<file path="src/rtl/alarm_wdog_sup.sv">
module alarm_wdog_sup #(
  parameter int FIELD_W = 7,
  parameter int RST_CYC = 8
) (
  input  logic               clk,
  input  logic               rst_n,
  input  logic               sec_tick,
  input  logic               sub_tick,
  input  logic [FIELD_W-1:0] cur_sec,
  input  logic [FIELD_W-1:0] cur_min,
  input  logic [FIELD_W-1:0] cur_hour,
  input  logic [FIELD_W-1:0] cur_date,
  input  logic [FIELD_W-1:0] cur_mon,
  input  logic               wr_en,
  input  logic [3:0]         wr_addr,
  input  logic [7:0]         wr_data,
  input  logic               rd_en,
  input  logic [3:0]         rd_addr,
  input  logic               wdi,
  output logic               irq_n,
  output logic               rst_out_n,
  output logic [7:0]         flags
);
  localparam int NFLD  = 5;
  localparam int CNT_W = 11;
  localparam int RCW   = $clog2(RST_CYC + 1);

  logic [FIELD_W:0]   alm_q [NFLD];
  logic [FIELD_W-1:0] cur_f [NFLD];
  logic [NFLD-1:0]    fld_ok;
  logic [7:0]         wd_q;
  logic [CNT_W-1:0]   wd_cnt;
  logic [RCW-1:0]     rst_cnt;
  logic [2:0]         wdi_s;
  logic               alm_f, wd_f;

  function automatic logic [CNT_W-1:0] ld_of(input logic [7:0] b);
    return CNT_W'(b[6:2]) << {b[1:0], 1'b0};
  endfunction

  assign cur_f[0] = cur_sec;
  assign cur_f[1] = cur_min;
  assign cur_f[2] = cur_hour;
  assign cur_f[3] = cur_date;
  assign cur_f[4] = cur_mon;

  for (genvar i = 0; i < NFLD; i++) begin : g_fld
    always_ff @(posedge clk or negedge rst_n)
      if (!rst_n)
        alm_q[i] <= '0;
      else if (wr_en && wr_addr == 4'(i + 2))
        alm_q[i] <= {wr_data[7], wr_data[FIELD_W-1:0]};
    assign fld_ok[i] = alm_q[i][FIELD_W] | (alm_q[i][FIELD_W-1:0] == cur_f[i]);
  end

  wire wd_wr     = wr_en && wr_addr == 4'h7;
  wire wdi_edge  = wdi_s[2] ^ wdi_s[1];
  wire reload    = wd_wr || wdi_edge;
  wire wd_exp    = sub_tick && !reload && wd_cnt == CNT_W'(1);
  wire alm_hit   = sec_tick && (&fld_ok);
  wire clr       = rd_en && rd_addr == 4'h0;

  always_ff @(posedge clk or negedge rst_n)
    if (!rst_n) begin
      wd_q    <= '0;
      wd_cnt  <= '0;
      wdi_s   <= '0;
      rst_cnt <= '0;
      alm_f   <= 1'b0;
      wd_f    <= 1'b0;
    end else begin
      wdi_s <= {wdi_s[1:0], wdi};
      if (wd_wr) wd_q <= wr_data;
      if (reload)
        wd_cnt <= ld_of(wd_wr ? wr_data : wd_q);
      else if (wd_exp)
        wd_cnt <= ld_of(wd_q);
      else if (sub_tick && wd_cnt != '0)
        wd_cnt <= wd_cnt - 1'b1;
      if (wd_exp && !wd_q[7])
        rst_cnt <= RCW'(RST_CYC);
      else if (rst_cnt != '0)
        rst_cnt <= rst_cnt - 1'b1;
      alm_f <= alm_hit | (alm_f & ~clr);
      wd_f  <= wd_exp  | (wd_f  & ~clr);
    end

  assign irq_n     = ~(alm_f | (wd_f & wd_q[7]));
  assign rst_out_n = (rst_cnt == '0);
  assign flags     = {wd_f, alm_f, 6'b0};
endmodule


</file>
<file path="config.mk">
export PLATFORM = sky130hd
export DESIGN_NAME = alarm_wdog_sup
export DESIGN_NICKNAME = d
export VERILOG_FILES = /design/src/rtl/alarm_wdog_sup.sv
export SDC_FILE = /design/constraint.sdc
export NUM_CORES = 1
export LEC_CHECK = 0
export BUFFER_PORTS_ARGS = -buffer_cell sky130_fd_sc_hd__buf_4
export CORE_ASPECT_RATIO = 1.4
export CORE_MARGIN = 2
export CORE_UTILIZATION = 35
export CTS_BUF_LIST = sky130_fd_sc_hd__clkbuf_4 sky130_fd_sc_hd__clkbuf_8 sky130_fd_sc_hd__clkbuf_16
export DETAILED_ROUTE_END_ITERATION = 6
export GPL_TIMING_DRIVEN = 0
export PLACE_DENSITY_LB_ADDON = 0.05
export SYNTH_ARGS = -nofsm -noshare
export SYNTH_HDL_FRONTEND = slang
export SYNTH_SLANG_ARGS = --single-unit
</file>
<file path="constraint.sdc">
create_clock -name clk -period 2.5 [get_ports clk]
set_input_delay 0.125 -clock clk [delete_from_list [all_inputs] [get_ports clk]]
set_output_delay 0.125 -clock clk [all_outputs]
set_load 0.01 [all_outputs]
</file>
**Word-level counts from Yosys, hierarchy flattened**

Index checks and enable logic that the tools add are counted.

- Reductions and logical operators: 22
- Multiplexer cells: 6
- Magnitude comparators: 0
- Bitwise gates (word level): 14
- Add/sub/neg operators: 2
- Equal/unequal tests: 12
- Multiply operators: 0
- Shifts and indexed selects: 2
- Div/mod/pow operators: 0

Operator list:

| kind | count |
|---|---|
| 7-bit == test | 5 |
| 11-bit two-way mux | 3 |
| 5-bit by 3-bit << shifter with 11-bit output | 2 |
| 4-bit by 3-bit == test with 1-bit output, second input constant | 4 |
| 1-bit logical AND | 12 |
| 11-bit by 1-bit == test with 1-bit output, second input constant | 1 |
| 11-bit nonzero test | 1 |
| 11-bit by 1-bit subtractor with 11-bit output, second input constant | 1 |
| 4-bit by 2-bit == test with 1-bit output, second input constant | 2 |
| 4-bit logical NOT | 2 |
| 4-bit two-way mux | 2 |
| 1-bit bitwise OR | 8 |
| 7-bit two-way mux | 1 |
| 5-bit AND reduction | 1 |
| 4-bit nonzero test | 1 |
| 4-bit by 1-bit subtractor with 4-bit output, second input constant | 1 |
| 1-bit bitwise AND | 3 |
| 3-bit nonzero test | 1 |
| 1-bit logical NOT | 2 |
| 1-bit inverter | 2 |
| 2-bit nonzero test | 1 |
| 1-bit logical OR | 1 |
| 1-bit XOR | 1 |

- Memories kept: 0
- Latch bits: 0
- Input bits: 58
- Memory bits (writable): 0
- Output and inout bits: 10
- Register bits after elaboration: 68
- Logic and storage cells: 70
- ROM bits: 0

**Logic depth before layout (Yosys ltp)**

- Word-level depth: 8
- Depth in mapped cells: 7
- Depth with buffers taken out: 7

**Least setup slack after synthesis**

Ideal clock, no wire load.

- Path kind: register -> register
- Start point: register wd_cnt[0]
- End point: register wd_cnt[10]
- Clock period less this slack: 1.936 ns
- Path buffers: 0
- Path slack: 0.564 ns
- Data arrival time: 1.816 ns
- Required time: 2.380 ns
- Library setup time: 0.120 ns
- Cell stages (with the launch flop): 8
- Cells stage by stage: dfrtp_1 inv_1 ha_1 or3b_2 nor3_1 mux2i_1 o21ai_0 a31o_2

- Word-level cells in the longest chain between the ends: 4
- Elaborated cells between the ends (all ways): 9
- Classes of those cells: add/sub: 1; eq/ne: 1; mux: 3; reduce/logical: 4

Ends and longest elaborated chain:

| item | RTL line | text |
|---|---|---|
| start: declaration | 32 | `logic [CNT_W-1:0] wd_cnt;` |
| start signal: assignment | 75 | `wd_cnt <= ld_of(wd_wr ? wr_data : wd_q);` |
| start signal: assignment | 77 | `wd_cnt <= ld_of(wd_q);` |
| start signal: assignment | 79 | `wd_cnt <= wd_cnt - 1'b1;` |
| 11-bit by 1-bit subtractor with 11-bit output or 11-bit by 1-bit == test with 1-bit output (tied branches) | 79, 59 |  |
| 11-bit two-way mux or 1-bit logical AND (tied branches) | 78, 59 |  |
| 11-bit two-way mux | 76 | `else if (wd_exp)` |
| 11-bit two-way mux | 74 | `if (reload)` |

Parallel ways exist; a longest one is shown, timed or not. The select of a mux whose other input is x is not followed.
A chain may end at the register's enable or synchronous reset.

**Final worst setup path**

- Start point: register wd_cnt[2]
- End point: register wd_cnt[3]

Same word-level chain as after synthesis.

==> impl_results.md <==
* WHS at 0.06281 ns
* Hold Crit Depth at 3
* Share of cells above drive strength 1 at 0.3341
* Crit path max fanout at 7
* CTS Buffer Depth at 2
* Drt wl/cell at 17.28 um
* Number of nets in the layout at 506
* Mapped cell area at 0.003933 mm2
* Core Region at 0.01092 mm2
* Total GRT Usage at 0.1814
* Relative slew slack at 0.4066
* Clk_skew at 0.007463 ns
* CTS Buf Count at 9
* Finished Layout Cells at 590
* Setup Fix Bufs, Post-CTS at 0
* Clock sinks at 68
* Worst Path Required at 2.68 ns
* Clk slew on worst S/H paths at 0.05 ns
* Slowest cell on crit path: a222oi_1
* Drt pass-1 iters at 4
* Pwr Density at 885.3 mW/mm2
* Syn Area/Cell at 10.77 um2
* Worst-margin pin slew at 0.8902 ns
* Crit path max-delay family: compound AO/OA/AOI/OAI gates
* RSZ-0062 raised after global routing: no
* Peak VDD IR at 0.4074 mV
* IO buf count at 61
* HP Class: input pin to flip-flop
* RD Place Congestion at 0.8390
* Die area at 0.01211 mm2
* Post-synth EDFFs at 0
* Crit-path cells: nor3_1, and3_1, a21oi_1, a222oi_1, o22ai_1
* Final Max Slew Viols at 0
* Area occupied by multi-input gates at 0.002112 mm2
* Max Freq at 0.4450 GHz
* Vias in the first global route at 3134
* Clock root buffer: clkbuf_16
* Register Area at 0.001702 mm2
* Cells after Synth at 365
* Tcrit/Tclk final at 0.8989
* Crit path DAT at 2.43 ns
* CP max stage delay at 0.50 ns
* Clock latency on the worst-skew pair at 0.33 ns
* Design area at 0.004913 mm2
* Top Ports at 68
* Routed via count at 3091
* Total gr overflow at 0
* Synth cell types at 65
* Final setup fails at 0
* Min cycle time layout at 2.247 ns
* Fillers at 1119
* Reg2reg path depth at 5
* Depth of the CTS H-tree at 3
* Area delta synth->final at 24.94%
* Register area share after synthesis at 0.4327
* Synth async-reset ratio at 1.000
* First-pass GRT wire length at 16670 um
* Via density at 5.239
* Max-cap viol count at 0
* Most used DFF post-synth: dfrtp_1
* Row count at 45
* Setup TNS at 0 ns
* WS Path Type: flip-flop to flip-flop
* # placed instances at 572
* Initial antenna violation count at 0
* ANT cells at 0
* LEAKAGE at 0.002169 uW
* Yosys Warn Count at 0
* Status: completed
* Dpl cell area at 0.004586 mm2
* Dpl hpwl at 7598 um
* Final Hold Fails at 0
* Number of remaining DRC errors at 0
* Type of origin of the critical path: flip-flop
* Crit path buf inv count at 0
* CTS tree: built
* Initial core utilization at 0.3600
* Setup crit end kind: flip-flop
* Die Span Y at 129.4 um
* Routed Antenna Nets at 0
* Post-Route WL at 10200 um
* Critical Path Stages at 5
* Register bit total from synthesis at 68
* Die width at 93.59 um
* DR iter-0 viols at 81
* Largest net degree at the start of global routing at 69
-- stage by stage --
step / power [uW] / worst slack, ns / utilization
after floorplan: 2648 / 0.5635 / -
after CTS: 4408 / 0.2758 / 0.4498
after detailed placement: 3085 / 0.2538 / 0.4198
after global routing: 4659 / 0.1335 / 0.4498
final: 4350 / 0.2529 / 0.4498
after global placement: 3069 / 0.2326 / 0.4198
-- final timing paths --
kind	start	endpoint	slack, ns
min in group asynchronous	rst_n	wd_cnt[2]$_DFFE_PN0P_	0.45
worst max register to register	wd_cnt[2]$_DFFE_PN0P_	wd_cnt[3]$_DFFE_PN0P_	0.25
max in group asynchronous	rst_n	rst_cnt[3]$_DFFE_PN0P_	1.47
worst max-delay path	wd_cnt[2]$_DFFE_PN0P_	wd_cnt[3]$_DFFE_PN0P_	0.25
worst min-delay path	wr_data[7]	wd_q[7]$_DFFE_PN0N_	0.06
worst min register to register	wdi_s[0]$_DFF_PN0_	wdi_s[1]$_DFF_PN0_	0.36
-- worst reg2reg max path: cells and delay by family (launching register included) --
kind | cells | cell delay [ns]
AND/OR/NAND/NOR | 2 | 0.80
flip-flops | 1 | 0.45
AO/OA/AOI/OAI | 3 | 0.86
-- registers in the layout (all words and copies together) (netlist names) --
signal	flops
rst_cnt	4
wd_cnt	11
alm_f	1
wd_f	1
wd_q	8
wdi_s	3
alm_q	40
-- layer usage --
metal | global-route usage | wire length (um) | vias to the layer above
met1 | 0.2126 | 4122 | 1503
met5 | 0 | 0 | -
li1 | - | - | 1499
met4 | 0.06820 | 229 | 0
met2 | 0.3187 | 5439 | 71
met3 | 0.04651 | 406 | 18
-- layout make-up --
class	count	share of cell area
multi-input cells	275	0.4298
flip-flops and latches	68	0.3463
repair buffers	63	0.09728
clock buffers	12	0.05297
well taps	141	0.03591
plain buffers	18	0.02114
clock inverters	4	0.009677
inverters	9	0.006875
-- Yosys cell counts (7+ instances only) --
master	number	share of area
nand2_1	25	0.024
mux2_2	48	0.14
xor2_1	19	0.042
nand3_1	11	0.014
dfrtp_1	68	0.43
o21ai_0	7	0.0089
a21oi_1	11	0.014
buf_4	9	0.017
nor3_1	7	0.0089
inv_1	9	0.0086
nor4_1	12	0.019
xnor2_1	23	0.051
nor2_1	16	0.015
clkbuf_1	7	0.0067
-- layout by cell type (no fill, tap or decap), drive strengths merged, types with 4 or more instances in the layout --
cell	count
nor3	7
clkbuf	19
nand2	26
ha	4
xnor2	23
nand4	6
nor2	17
a211oi	5
conb	6
dfrtp	68
mux2	49
nor4	13
o21ai	8
nand3	13
o211ai	6
buf	72
mux2i	6
inv	9
xor2	19
a21oi	12
-- repair_timing --
item / in CTS / in global routing
gates resized for setup: 0 / 0
hold endpoints to repair: 69 / 0
hold buffers: 2 / 0
-- cell families after synthesis --
group           after synthesis  synth area share
other cells                   1         0.0009536
xor+xnor                     42           0.09354
simple gates                105            0.1518
flops                        68            0.4327
compound gates               63            0.1168
mux                          55            0.1565
buf+inv                      27           0.03500
fa+ha+maj                     4           0.01273
-- power breakdown --
part | leakage (uW) | internal [uW] | switching [uW]
logic | 0.00117 | 711 | 700
clock network | 0.000152 | 833 | 455
registers | 0.000843 | 1390 | 257
total | 0.00217 | 2940 | 1410
Note: power is estimated with default switching activity, not from simulation.
